## config.mk

```make
export PLATFORM = sky130hd
export DESIGN_NAME = flash_sleep_ctrl
export DESIGN_NICKNAME = d
export VERILOG_FILES = /design/src/rtl/flash_sleep_ctrl.sv
export SDC_FILE = /design/constraint.sdc
export NUM_CORES = 1
export LEC_CHECK = 0
export ABC_CLOCK_PERIOD_IN_PS = 5400
export BUFFER_PORTS_ARGS = -buffer_cell sky130_fd_sc_hd__clkbuf_2
export CAP_MARGIN = 20
export CORE_UTILIZATION = 38
export DETAILED_ROUTE_END_ITERATION = 7
export PLACE_DENSITY = 0.55
export SYNTH_ARGS = -nofsm -noshare
export SYNTH_HDL_FRONTEND = slang
export SYNTH_SLANG_ARGS = --single-unit
```

## constraint.sdc

```tcl
create_clock -name clk -period 5.4 [get_ports clk]
set_input_delay 1.35 -clock clk [delete_from_list [all_inputs] [get_ports clk]]
set_output_delay 1.35 -clock clk [all_outputs]
set_load 0.1 [all_outputs]
```

## src/rtl/flash_sleep_ctrl.sv

```systemverilog
module flash_sleep_ctrl #(
  parameter int NUM_INST    = 2,
  parameter int WAKE_CYCLES = 240
) (
  input  logic                clk,
  input  logic                rst_n,
  input  logic [NUM_INST-1:0] sleep_set_i,
  input  logic [NUM_INST-1:0] sleep_clr_i,
  input  logic [NUM_INST-1:0] acc_req_i,
  output logic [NUM_INST-1:0] sleep_o,
  output logic [NUM_INST-1:0] asleep_o,
  output logic [NUM_INST-1:0] acc_rdy_o
);

  localparam int CW = (WAKE_CYCLES > 1) ? $clog2(WAKE_CYCLES) : 1;
  localparam logic [CW-1:0] CNT_LOAD = CW'(WAKE_CYCLES - 1);

  typedef enum logic [1:0] {ST_AWAKE, ST_ASLEEP, ST_WAKING} pwr_state_t;

  for (genvar g = 0; g < NUM_INST; g++) begin : g_inst
    pwr_state_t    st;
    logic [CW-1:0] cnt;
    logic          pend;
    logic          go_sleep;

    // a pending enable acts like a fresh strobe once the array is awake
    assign go_sleep = (sleep_set_i[g] | pend) & ~sleep_clr_i[g];

    always_ff @(posedge clk or negedge rst_n) begin
      if (!rst_n) begin
        st   <= ST_AWAKE;
        cnt  <= '0;
        pend <= 1'b0;
      end else begin
        unique case (st)
          ST_AWAKE: begin
            pend <= 1'b0;
            if (go_sleep) st <= ST_ASLEEP;
          end
          ST_ASLEEP: begin
            if (sleep_clr_i[g] | acc_req_i[g]) begin
              st  <= ST_WAKING;
              cnt <= CNT_LOAD;
            end
          end
          ST_WAKING: begin
            if (sleep_clr_i[g])      pend <= 1'b0;
            else if (sleep_set_i[g]) pend <= 1'b1;
            if (cnt == '0) st  <= ST_AWAKE;
            else           cnt <= cnt - 1'b1;
          end
          default: st <= ST_AWAKE;
        endcase
      end
    end

    assign sleep_o[g]   = (st == ST_ASLEEP);
    assign asleep_o[g]  = (st != ST_AWAKE);
    assign acc_rdy_o[g] = (st == ST_AWAKE);
  end

endmodule

```

# Yosys cells after proc, flatten, opt, wreduce, memory -nomap -nowiden
# Index checks and enable logic that the tools add are counted.
[totals]
output_inout_bits = 6
wordCells = 66
regBits = 22
[classes]
mux = 20
bitwise = 8
reduce_logical = 16
add_sub_neg = 2
n_eq_ne = 14
[op_table]
columns = ["cell", "count"]
rows = [
  ["$mux W8", 4],
  ["$pmux W8 S2", 2],
  ["$logic_not A8 Y1", 2],
  ["$sub A8 B1 Y8 const B", 2],
  ["$mux W2", 6],
  ["$pmux W2 S3", 2],
  ["$reduce_and A3 Y1", 4],
  ["$reduce_bool A2 Y1", 6],
  ["$ne A2 B1 Y1 const B", 4],
  ["$ne A2 B2 Y1 const B", 4],
  ["$ne A3 B3 Y1 const B", 2],
  ["$eq A2 B1 Y1 const B", 2],
  ["$eq A2 B2 Y1 const B", 2],
  ["$logic_not A2 Y1", 2],
  ["$mux W1", 4],
  ["$or A1 B1 Y1", 4],
  ["$pmux W1 S2", 2],
  ["$reduce_and A2 Y1", 2],
  ["$and A1 B1 Y1", 2],
  ["$not A1 Y1", 2],
]

# Logic depth before layout (Yosys ltp)
# Gate-level depths: netlist (run 1).
[logic_depth]
depth_word = 4
ltp_mapped = 6

# Least setup slack after synthesis (run 1)
# OpenSTA, ideal clock, no wires.
[synth_timing]
path_type = "reg2out"
start = "register g_inst[0].st[0]"
end = "output port sleep_o[0]"
arrival_ns = 1.841
t_required_ns = 4.050
path_stages_with_launch = 2
slack_ns = 2.209
path_cell_list = "dfrtp_1 -> nor2b_1"
[synth_between]
elab_chain_len = 1
[synth_lines]
columns = ["element", "line", "source"]
rows = [
  ["from (decl)", "21", "pwr_state_t st;"],
  ["from (signal assigned)", "31", "st <= ST_AWAKE;"],
  ["from (signal assigned)", "38", "if (go_sleep) st <= ST_ASLEEP;"],
  ["from (signal assigned)", "42", "st <= ST_WAKING;"],
  ["$eq A2 B1 Y1", "57", "assign sleep_o[g] = (st == ST_ASLEEP);"],
  ["to (decl)", "10", "output logic [NUM_INST-1:0] sleep_o,"],
]
# No other way between the ends.

# Worst setup path after layout (run 1)
[layout_timing]
start = "register g_inst[0].st[0]"
end = "output port acc_rdy_o[0]"
[layout_between]
elab_chain_len = 1
[layout_lines]
columns = ["element", "line", "source"]
rows = [
  ["$logic_not A2 Y1", "59", "assign acc_rdy_o[g] = (st == ST_AWAKE);"],
  ["to (decl)", "12", "output logic [NUM_INST-1:0] acc_rdy_o"],
]
# No other way between the ends.

==> parameters.txt, run 1 <==
Parameter                              Value

Status
  Result of the run ... complete, no violations

STA
  Minimum clock period after layout ... 2.975 ns
  Total of endpoints with negative setup slack in the final report ... 0
  Final Hold Violating Endpoints ... 0
  Final hold slack ... 0.5173 ns
  Part of the cycle the worst path needs ... 55.09%
  Worst relative slew slack ... 53.44%
  Final Skew ... 0.007476 ns
  Final Slew Violations ... 0
  Highest achievable clock rate ... ~340 MHz
  RSZ-0062 raised after global routing ... false
  Slew of the pin with the lowest slew margin ... 0.6920 ns
  Total negative slack ... 0 ns

Routing
  Detailed-route DRC error count ... 0
  First-iteration detailed-routing DRC count ... 25
  Met2 routed WL ... 874 um
  Routed WL per cell ... 13.22 um
  M1 wire length ... 1166 um
  Vias after detailed routing ... 905
  Highest metal layer used by the detailed router ... met4
  DRT antenna net count ... 0
  Drt pass-1 iters ... 4
  Per-cell via count in the routed design ... 5.621
  Total length of routed wires ... 2129 um
  Routed met3 length ... 42 um

Synth
  Synth Area in Compound Gates ... 19.96%
  Synth Net Count ... 125
  Cell area after synthesis ... 0.001154 mm2
  Sequential share of the synthesized area ... 47.72%
  Synthesized-area fraction occupied by adder cells ... 4.338%
  Number of different library cells in the post-synthesis netlist ... 39
  Post-Synth XOR/XNOR Area ... under 10%
  Top area cells in the synthesized netlist ... dfrtp_1, a21oi_1, ha_1, o21ai_0, inv_1
  Share of Yosys cell area claimed by the top area cell type ... 47.72%
  Top_reg_cell synth ... dfrtp_1
  Async S/R FF share, synth ... 100.0%
  Yosys warnings ... 0
  Multiplexer fraction of the synthesized cell area ... 0%
  Number of synthesized register bits ... 22
  Dominant combinational cell family by area after synthesis ... simple AND/OR/NAND/NOR gates
  Cell type with the highest aggregate area in the netlist ... dfrtp_1
  Fraction of the mapped netlist area in simple logic gates ... between 20% and 30%
  Syn Area/Cell ... 10.21 um2
  Number of standard cells after synthesis ... ~110
  Number of enable-type register cells in the synthesized netlist ... 0

Worst setup path
  Required time reported for the critical path endpoint ... 4.05 ns
  Critical path data arrival time ... 1.62 ns
  Crit-path max FO ... 9
  Reg2Reg Setup Slack ... 3.48 ns
  Critical path endpoint category ... primary output
  Critical setup path kind ... reg -> out
  CP cell instances ... or2_2 -> inv_1 -> clkbuf_2
  CP startpoint kind ... register
  Slowest stage delay, CP ... 0.48 ns
  Highest-delay cell along the critical path ... dfrtp_1

Die
  Top-level port count ... 14
  Overall die height ... 57.10 um
  Site row count ... 19
  Initial core utilization ... about two fifths
  Floorplan die area ... 0.003260 mm2
  Die X-Extent ... 57.10 um
  Placeable core area ... 0.002805 mm2

Clocking
  Cells resized by post-CTS repair ... 0
  Clock sink count ... 22
  CTS clk-pin slew, worst paths ... 0.13 ns
  H-tree lvl count ... 1
  CTS buffer count ... 3
  Number of buffers on the longest clock path ... 2
  CTS tree ... yes
  Buffers inserted during post-CTS setup optimization ... 0
  Clock root cell ... clkbuf_4
  Later-pin clock latency in the skew report ... about 0.31 ns
  Cts hold-fix bufs ... 0

Cells and area
  Most frequent cells in the layout ... dfrtp_1, clkbuf_2, a21oi_1, inv_1, o21ai_0
  Share of final-layout standard cells stronger than drive strength 1 ... roughly 18%
  Area taken by multi-input logic gates ... 573.1 um2
  Total Nets Final ... 143
  Sequential cell area in the final layout ... 550.5 um2
  Leading cell type in the layout, fill and taps excluded ... dfrtp_1
  Final instance count without filler cells ... approximately 160
  Count of fill cells added during filler insertion ... 275
  ANT cells ... 0
  Layout overhead on the synthesized area ... 12.15%

Hold path
  Class of the most critical hold timing path ... reg -> reg

Flow run
  Maximum capacitance violations ... 0

Power and ir drop
  Maximum vdd ir drop ... 0.3542 mV
  Power density normalized to cell area ... roughly 550 mW/mm2
  Static power due to leakage ... 0.5299 nW

Global route
  Global-route wire length before repair ... 3753 um
  Vias in the first global route ... 831
  Total global routing track utilization ... 15.15%
  Global-route congestion overflow total ... 0
  Largest net degree at the start of global routing ... 23
  Antenna violations before repair ... 0

Placement
  Count of buffers from port buffering ... 13
  Half-perimeter wire length of the detailed placement result ... ~1600 um
  Last weighted congestion value of the routability-driven placer ... 0.8174
  Placed Instances ... between 150 and 200
where the power goes:
part	leakage [nW]	switching [mW]	internal [mW]
registers	0.241	0.0558	0.215
logic	0.268	0.257	0.0939
clock network	0.0210	0.0516	0.0412
routing by layer:
layer	track usage, %	vias up
met3	2.041	5
li1	-	458
met5	0	-
met1	22.94	432
met2	21.34	10
met4	7.317	0
cells in the mapped netlist (2+ instances only):
cell        n
nor3_1      5
or3_1       3
or2_2       4
ha_1        4
dfrtp_1    22
nor2_1      4
nand2_1     5
a2111oi_0   2
nor2b_1     3
nand2b_1    3
a21oi_1    10
a211oi_1    3
o21ai_0     6
o21a_1      2
a21o_1      2
inv_1       8
or4b_1      2
nor4_1      2
xor2_1      3
cell type report:
cell class | count | area share, %
Multi-Input combinational cell | 83 | 44.29
Tap cell | 31 | 2.998
Inverter | 8 | 2.321
Sequential cell | 22 | 42.55
Clock buffer | 4 | 2.805
Timing Repair Buffer | 13 | 5.029
state kept, by name, indices dropped and copies added, names as in the netlist:
signal and count:
g_inst.cnt 16, g_inst.st 4, g_inst.pend 2
path summary, 6_finish.rpt:
check	startpoint	to	cells after the start
hold / removal	g_inst[1].cnt[0]	g_inst[1].cnt[0]	1
max in group asynchronous	rst_n	g_inst[0].pend	1
min in group asynchronous	rst_n	g_inst[1].cnt[4]	1
setup reg to reg	g_inst[1].cnt[0]	g_inst[1].cnt[2]	6
setup / recovery	g_inst[0].st[0]	acc_rdy_o[0]	3
hold reg to reg	g_inst[1].cnt[0]	g_inst[1].cnt[0]	1
critical path, delay by kind of cell (launching register included):
family	cells	cell delay, ns
flip-flops	1	0.48
buffers and inverters	2	0.50
AND/OR/NAND/NOR	1	0.34
metrics by stage:
stage	utilization, %	cell area, um2	setup WS, ns	total power, mW
floorplan	-	1154	2.209	0.5584
global placement	44.83	1257	2.799	0.6218
detailed placement	44.83	1257	2.772	0.6262
CTS	46.12	1294	2.410	0.7206
global route	46.12	1294	2.359	0.7620
finish	46.12	1294	2.425	0.7145
cell families after synthesis:
logic type      Yosys count
compound gates           34
xor+xnor                  4
fa+ha+maj                 4
buf+inv                   8
flops                    22
simple gates             41
Power figures use the tool's default switching activity.
==> run 2: changes to the inputs <==
--- a/config.mk
+++ b/config.mk
@@ -5,12 +5,13 @@
 export SDC_FILE = /design/constraint.sdc
 export NUM_CORES = 1
 export LEC_CHECK = 0
-export ABC_CLOCK_PERIOD_IN_PS = 5400
+export ABC_AREA = 1
+export ABC_CLOCK_PERIOD_IN_PS = 2500
 export BUFFER_PORTS_ARGS = -buffer_cell sky130_fd_sc_hd__clkbuf_2
 export CAP_MARGIN = 20
 export CORE_UTILIZATION = 38
 export DETAILED_ROUTE_END_ITERATION = 7
-export PLACE_DENSITY = 0.55
+export PLACE_DENSITY = 0.56
 export SYNTH_ARGS = -nofsm -noshare
 export SYNTH_HDL_FRONTEND = slang
 export SYNTH_SLANG_ARGS = --single-unit
==> constraint.sdc (replaced) <==
create_clock -name clk -period 2.5 [get_ports clk]
set_input_delay 0.625 -clock clk [delete_from_list [all_inputs] [get_ports clk]]
set_output_delay 0.625 -clock clk [all_outputs]
set_load 0.1 [all_outputs]
==> parameters.txt, run 2 <==
Parameter                              Value

Cells and area
  Leading cell type in the layout, fill and taps excluded ... nand2_1
  Max reg flops ... 16 (unchanged)
  Most frequent cells in the layout ... nand2_1, nand3_1, nor2_1, dfrtp_1, inv_1
  Sequential cell area in the final layout ... 550.5 um2 (unchanged)
  Share of final-layout standard cells stronger than drive strength 1 ... 25.98% (+7.5 points)
  Count of fill cells added during filler insertion ... 355 (+29%)
  Area taken by multi-input logic gates ... 740.7 um2 (+29%)
  Layout overhead on the synthesized area ... 12.12% (about the same)
  Register with the most flip-flops ... g_inst.cnt
  Largest regs ... g_inst.cnt x16, g_inst.st x4, g_inst.pend x2
  ANT cells ... 0 (unchanged)
  Total Nets Final ... 217 (+52%)

STA
  Worst relative slew slack ... 63.45% (+10 points)
  Slew of the pin with the lowest slew margin ... 0.5483 ns (-0.1437 ns)
  Part of the cycle the worst path needs ... 82.19%
  Final Slew Violations ... 0 (unchanged)
  Highest achievable clock rate ... approximately 500 MHz
  Total of endpoints with negative setup slack in the final report ... 0 (unchanged)
  Minimum clock period after layout ... 2.055 ns
  Final Skew ... 0.007008 ns (-0.0004681 ns)
  Final Hold Violating Endpoints ... 0 (unchanged)
  Total negative slack ... 0 ns (unchanged)
  RSZ-0062 raised after global routing ... false

Routing
  Drt pass-1 iters ... 4 (unchanged)
  Vias after detailed routing ... 1,195 (+32%)
  Detailed-route DRC error count ... 0 (unchanged)
  Total length of routed wires ... 2630 um (+24%)
  First-iteration detailed-routing DRC count ... 71 (+180%)
  Per-cell via count in the routed design ... 4.780 (-15%)
  Routed WL per cell ... 10.52 um (-20%)
  DRT antenna net count ... 0 (unchanged)

Synth
  Top_reg_cell synth ... dfrtp_1
  Number of synthesized register bits ... 22 (unchanged)
  Share of Yosys cell area claimed by the top area cell type ... 39.22% (-8.5 points)
  Cell with the most instances after synthesis ... nand2_1
  Syn Area/Cell ... 7.428 um2 (-27%)
  Number of standard cells after synthesis ... 189 (+67%)
  Number of enable-type register cells in the synthesized netlist ... 0 (unchanged)
  Async S/R FF share, synth ... 100.0% (unchanged)
  Cell area after synthesis ... 0.001404 mm2 (+22%)
  Sequential share of the synthesized area ... 39.22% (-8.5 points)
  Yosys warnings ... 0 (unchanged)
  Top area cells in the synthesized netlist ... dfrtp_1, nand2_1, nand3_1, nor2_1, inv_1
  Synth cell count leaders ... nand2_1, nand3_1, nor2_1
  Number of different library cells in the post-synthesis netlist ... 20 (-49%)
  Synth Net Count ... 201 (+61%)
  Cell type with the highest aggregate area in the netlist ... dfrtp_1

Global route
  Global-route wire length before repair ... 4788 um (+28%)
  Global-route congestion overflow total ... 0 (unchanged)
  Total global routing track utilization ... 15.07% (-0.082 points)
  Largest net degree at the start of global routing ... 23 (unchanged)
  Antenna violations before repair ... 0 (unchanged)
  Vias in the first global route ... 1,168 (+41%)

Worst setup path
  Crit-path max FO ... 4 (-5)
  Critical setup path kind ... reg -> out
  Slowest stage delay, CP ... 0.49 ns (about the same)
  Critical path data arrival time ... 1.43 ns (-0.19 ns)
  Buffers & Inverters on Critical Path ... 2 (unchanged)
  Reg2Reg Setup Slack ... 0.92 ns (-2.56 ns)
  Highest-delay cell along the critical path ... dfrtp_1
  CP startpoint kind ... register
  Critical path endpoint category ... primary output
  Kind of cell adding the most delay to the critical path ... buffers and inverters
  CP cell instances ... inv_2 -> nor2_4 -> clkbuf_2
  Required time reported for the critical path endpoint ... 1.88 ns (-2.17 ns)

Clocking
  Later-pin clock latency in the skew report ... 0.26 ns (-0.05 ns)
  H-tree lvl count ... 1 (unchanged)
  Number of buffers on the longest clock path ... 2 (unchanged)
  Clock root cell ... clkbuf_8
  Buffers inserted during post-CTS setup optimization ... 0 (unchanged)
  CTS tree ... yes
  CTS buffer count ... 3 (unchanged)
  CTS clk-pin slew, worst paths ... 0.08 ns (-0.05 ns)
  Cells resized by post-CTS repair ... 0 (unchanged)
  Clock sink count ... 22 (unchanged)
  Cts hold-fix bufs ... 0 (unchanged)

Die
  Overall die height ... 62.78 um (+9.9%)
  Top-level port count ... 14 (unchanged)
  Floorplan die area ... 0.003941 mm2 (+21%)
  Initial core utilization ... 40.79% (-0.34 points)
  Placeable core area ... 0.003442 mm2 (+23%)
  Die X-Extent ... 62.78 um (+9.9%)
  Site row count ... 21 (+2)

Placement
  Last weighted congestion value of the routability-driven placer ... 0.7586 (-7.2%)
  Count of buffers from port buffering ... 13 (unchanged)
  Half-perimeter wire length of the detailed placement result ... 2078 um (+27%)

Status
  Result of the run ... complete, no violations

Hold path
  Class of the most critical hold timing path ... in -> async

Flow run
  Maximum capacitance violations ... 0 (unchanged)
-- run 2: cell types whose count changed after synthesis, moves of 4 or more --
| cell | change |
|---|---|
| nor3_1 | -5 |
| nor2_4 | +5 |
| nand3_1 | +24 |
| o21ai_2 | +6 |
| nor2_1 | +20 |
| a21oi_1 | -10 |
| nand2_2 | +7 |
| nand2_1 | +42 |
| nor2_2 | +4 |
| inv_2 | +9 |
| inv_1 | +11 |
-- run 2: metrics by stage --
stage | hold slack [ns] | util (%) | instance area, um2 | worst slack (ns) | instances
6_report | 0.3418 | 45.73 | 1574 | 0.4453 | 250
5_1_grt | 0.3851 | 45.73 | 1574 | 0.3654 | 250
4_1_cts | 0.3598 | 45.73 | 1574 | 0.4330 | 250
3_5_place_dp | 0.4987 | 44.13 | 1519 | 0.7206 | 246
3_3_place_gp | 0.4950 | 44.13 | 1519 | 0.7621 | 246
2_1_floorplan | 0.3294 | - | 1419 | 0.3186 | 189
-- run 2: final cells by class --
class | instances | share of cell area [%]
Inverter | 28 | 6.677
Timing Repair Buffer | 13 | 4.134
Clock buffer | 4 | 3.498
Tap cell | 46 | 3.657
Multi-Input combinational cell | 137 | 47.06
Sequential cell | 22 | 34.98
-- run 2: path summary, 6_finish.rpt --
| check | startpoint | end | depth (start not counted) |
|---|---|---|---|
| worst max-delay path | g_inst[0].st[0] | sleep_o[0] | 3 |
| worst min register to register | g_inst[1].pend | g_inst[1].pend | 2 |
| worst min-delay path | rst_n | g_inst[0].cnt[2] | 1 |
| min in group clk | g_inst[1].pend | g_inst[1].pend | 2 |
| max in group asynchronous | rst_n | g_inst[0].cnt[3] | 1 |
| worst max register to register | g_inst[0].cnt[0] | g_inst[0].cnt[2] | 7 |
-- run 2: logic make-up after synthesis --
group | synth area share, %
buffers and inverters | 9.091
and+or+nand+nor | 38.86
xor gates and xnor gates | 0.6240
adders and majority gates | 3.565
DFF | 39.22
AOI/OAI and AO/OA | 8.646
-- run 2: worst reg2reg max path, delay by kind of cell, from the launching register on --
kind                     cells  cell delay, ns
AO/OA/AOI/OAI                2            0.29
adder cells (fa/ha/maj)      1            0.16
buffers and inverters        1            0.13
flip-flops                   1            0.43
AND/OR/NAND/NOR              3            0.47
-- run 2: layer usage --
metal,global-route usage (%),routed length [um]
met1,17.94,1278
met2,27.45,1273
met4,4.651,18
met5,0,0
met3,2.372,59
Power of run 2 is not shown: default switching activity piles up to over one toggle a cycle in this logic, so the estimate is an artifact.
==> run 3: changes to the inputs <==
==> config.mk (replaced) <==
export PLATFORM = sky130hd
export DESIGN_NAME = flash_sleep_ctrl
export DESIGN_NICKNAME = d
export VERILOG_FILES = /design/src/rtl/flash_sleep_ctrl.sv
export SDC_FILE = /design/constraint.sdc
export NUM_CORES = 1
export LEC_CHECK = 0
export ABC_AREA = 0
export ABC_CLOCK_PERIOD_IN_PS = 2100
export BUFFER_PORTS_ARGS = -buffer_cell sky130_fd_sc_hd__clkbuf_2
export CAP_MARGIN = 20
export CORE_UTILIZATION = 38
export DETAILED_ROUTE_END_ITERATION = 7
export PLACE_DENSITY = 0.55
export SYNTH_ARGS = -nofsm -noshare
export SYNTH_HDL_FRONTEND = slang
export SYNTH_SLANG_ARGS = --single-unit
==> constraint.sdc (replaced) <==
create_clock -name clk -period 2.1 [get_ports clk]
set_input_delay 0.525 -clock clk [delete_from_list [all_inputs] [get_ports clk]]
set_output_delay 0.525 -clock clk [all_outputs]
set_load 0.1 [all_outputs]
==> parameters.txt, run 3 (synthesis gave the netlist of run 1 again) <==
Parameter                              Value

Status
  Result of the run ... complete, no violations

Clocking
  Clock sink count ... 22 (unchanged)
  Cells resized by post-CTS repair ... 0 (unchanged)
  CTS clk-pin slew, worst paths ... 0.12 ns (+0.04 ns)
  H-tree lvl count ... 1 (unchanged)
  Clock root cell ... clkbuf_4
  Buffers inserted during post-CTS setup optimization ... 0 (unchanged)
  CTS tree ... yes
  Later-pin clock latency in the skew report ... 0.30 ns (+0.04 ns)
  Cts hold-fix bufs ... 0 (unchanged)
  CTS buffer count ... 3 (unchanged)
  Number of buffers on the longest clock path ... 2 (unchanged)

Power and ir drop
  Maximum vdd ir drop ... between 0.6 and 0.7 mV
  Pwr Total ... 1.896 mW
  Power density normalized to cell area ... between 1000 and 1500 mW/mm2
  Static power due to leakage ... ~0.53 nW

Worst setup path
  Worst Reg-to-Reg Cells ... 6 (-1)
  CP startpoint kind ... register
  Required time reported for the critical path endpoint ... 1.57 ns (-0.31 ns)
  Critical setup path kind ... reg -> out
  Critical path data arrival time ... 1.47 ns (+0.04 ns)
  Critical path endpoint category ... primary output
  CP cell instances ... or2_2 -> clkbuf_2
  Highest-delay cell along the critical path ... dfrtp_1
  Crit-path max FO ... 7 (+3)
  Buffers & Inverters on Critical Path ... 1 (-1)
  Slowest stage delay, CP ... 0.46 ns (-0.03 ns)
  Total number of cells along the worst setup path ... 2 (-1)
  Kind of cell adding the most delay to the critical path ... flip-flops

Global route
  Largest net degree at the start of global routing ... 23 (unchanged)
  Global-route congestion overflow total ... 0 (unchanged)
  Global-route wire length before repair ... 3698 um (-23%)
  Antenna violations before repair ... 0 (unchanged)
  Vias in the first global route ... 798 (-32%)
  Total global routing track utilization ... 14.73% (-0.33 points)

STA
  Final Skew ... 0.0006724 ns (-0.006335 ns)
  RSZ-0062 raised after global routing ... false
  Total negative slack ... 0 ns (unchanged)
  Final hold slack ... 0.1851 ns (-0.1568 ns)
  Highest achievable clock rate ... 500.7 MHz
  Minimum clock period after layout ... between 1.5 and 2 ns
  Worst relative slew slack ... 59.77% (-3.7 points)
  Final Hold Violating Endpoints ... 0 (unchanged)
  Slew of the pin with the lowest slew margin ... 0.5972 ns (+0.04885 ns)
  Worst setup margin ... 0.1028 ns (-0.3424 ns)
  Total of endpoints with negative setup slack in the final report ... 0 (unchanged)
  Final Slew Violations ... 0 (unchanged)
  Part of the cycle the worst path needs ... 95.10%

Cells and area
  Register with the most flip-flops ... g_inst.cnt
  Largest regs ... g_inst.cnt x16, g_inst.st x4, g_inst.pend x2
  Final instance count without filler cells ... 161 (-36%)
  Most frequent cells in the layout ... dfrtp_1, a21oi_1, clkbuf_2, inv_1, o21ai_0
  Final cell utilization of the core ... 47.59% (+1.9 points)
  Total Nets Final ... 144 (-34%)
  Final standard cell area without fillers ... 0.001335 mm2 (-15%)
  Leading cell type in the layout, fill and taps excluded ... dfrtp_1
  Layout overhead on the synthesized area ... 15.73%
  Share of final-layout standard cells stronger than drive strength 1 ... 21.54% (-4.4 points)
  ANT cells ... 0 (unchanged)
  Max reg flops ... 16 (unchanged)

Routing
  First-iteration detailed-routing DRC count ... 19 (-73%)
  Total length of routed wires ... 2209 um (-16%)
  Drt pass-1 iters ... 4 (unchanged)
  Detailed-route DRC error count ... 0 (unchanged)
  Routed WL per cell ... 13.72 um (+30%)
  Vias after detailed routing ... 876 (-27%)
  Per-cell via count in the routed design ... 5.441 (+14%)
  DRT antenna net count ... 0 (unchanged)

Flow run
  Maximum capacitance violations ... 0 (unchanged)

Hold path
  Class of the most critical hold timing path ... in -> async

Placement
  Total cell area at the placement stage ... 0.001313 mm2 (-14%)
  Count of buffers from port buffering ... 13 (unchanged)
  Setup WS pre-CTS ... 0.2013 ns (-0.5193 ns)
  Last weighted congestion value of the routability-driven placer ... 0.7874 (+3.8%)
  Placed Instances ... 158 (-36%)
  Half-perimeter wire length of the detailed placement result ... 1648 um (-21%)

Die
  Top-level port count ... 14 (unchanged)
  Overall die height ... 57.10 um (-9.0%)
  Floorplan die area ... 0.003260 mm2 (-17%)
  Die X-Extent ... 57.10 um (-9.0%)
  Initial core utilization ... 41.12% (+0.34 points)
  Placeable core area ... 0.002805 mm2 (-19%)
  Site row count ... 19 (-9.5%)
-- run 3: path summary, 6_finish.rpt --
path | from | to | slack, ns
worst max-delay path | g_inst[1].st[1] | asleep_o[1] | 0.10
worst min-delay path | rst_n | g_inst[0].cnt[3] | 0.19
worst max register to register | g_inst[1].cnt[0] | g_inst[1].cnt[4] | 0.18
worst min register to register | g_inst[1].cnt[0] | g_inst[1].cnt[0] | 0.51
max in group asynchronous | rst_n | g_inst[1].cnt[0] | 1.56
min in group clk | sleep_clr_i[0] | g_inst[0].st[0] | 0.41
-- run 3: metal layers --
layer  share of wire, %  vias up  GRT usage [%]
li1                   -      461              -
met1                 52      400          22.37
met2                 43       13          21.01
met3                3.2        2          2.041
met4                1.0        0          6.272
met5                  0        -              0
-- run 3: worst reg2reg max path: cells and delay by family (launching register included) --
family / cells / cell delay [ns]
adder cells (fa/ha/maj): 1 / 0.22
flip-flops: 1 / 0.42
AND/OR/NAND/NOR: 1 / 0.49
AO/OA/AOI/OAI: 3 / 0.60
buffers and inverters: 1 / 0.09
-- run 3: cell type report --
class | count | area (um2)
well taps | 31 | 38.79
clock buffers | 3 | 22.52
repair buffers | 14 | 102.6
inverters | 8 | 37.54
flip-flops and latches | 22 | 550.5
multi-input cells | 83 | 583.1
fillers | 274 | 1470
-- run 3: power breakdown --
part	total [mW]	internal [mW]	leakage [nW]	switching, mW
Sequential	0.704	0.552	0.241	0.152
Clock	0.185	0.0667	0.0138	0.119
Combinational	1.01	0.323	0.276	0.684
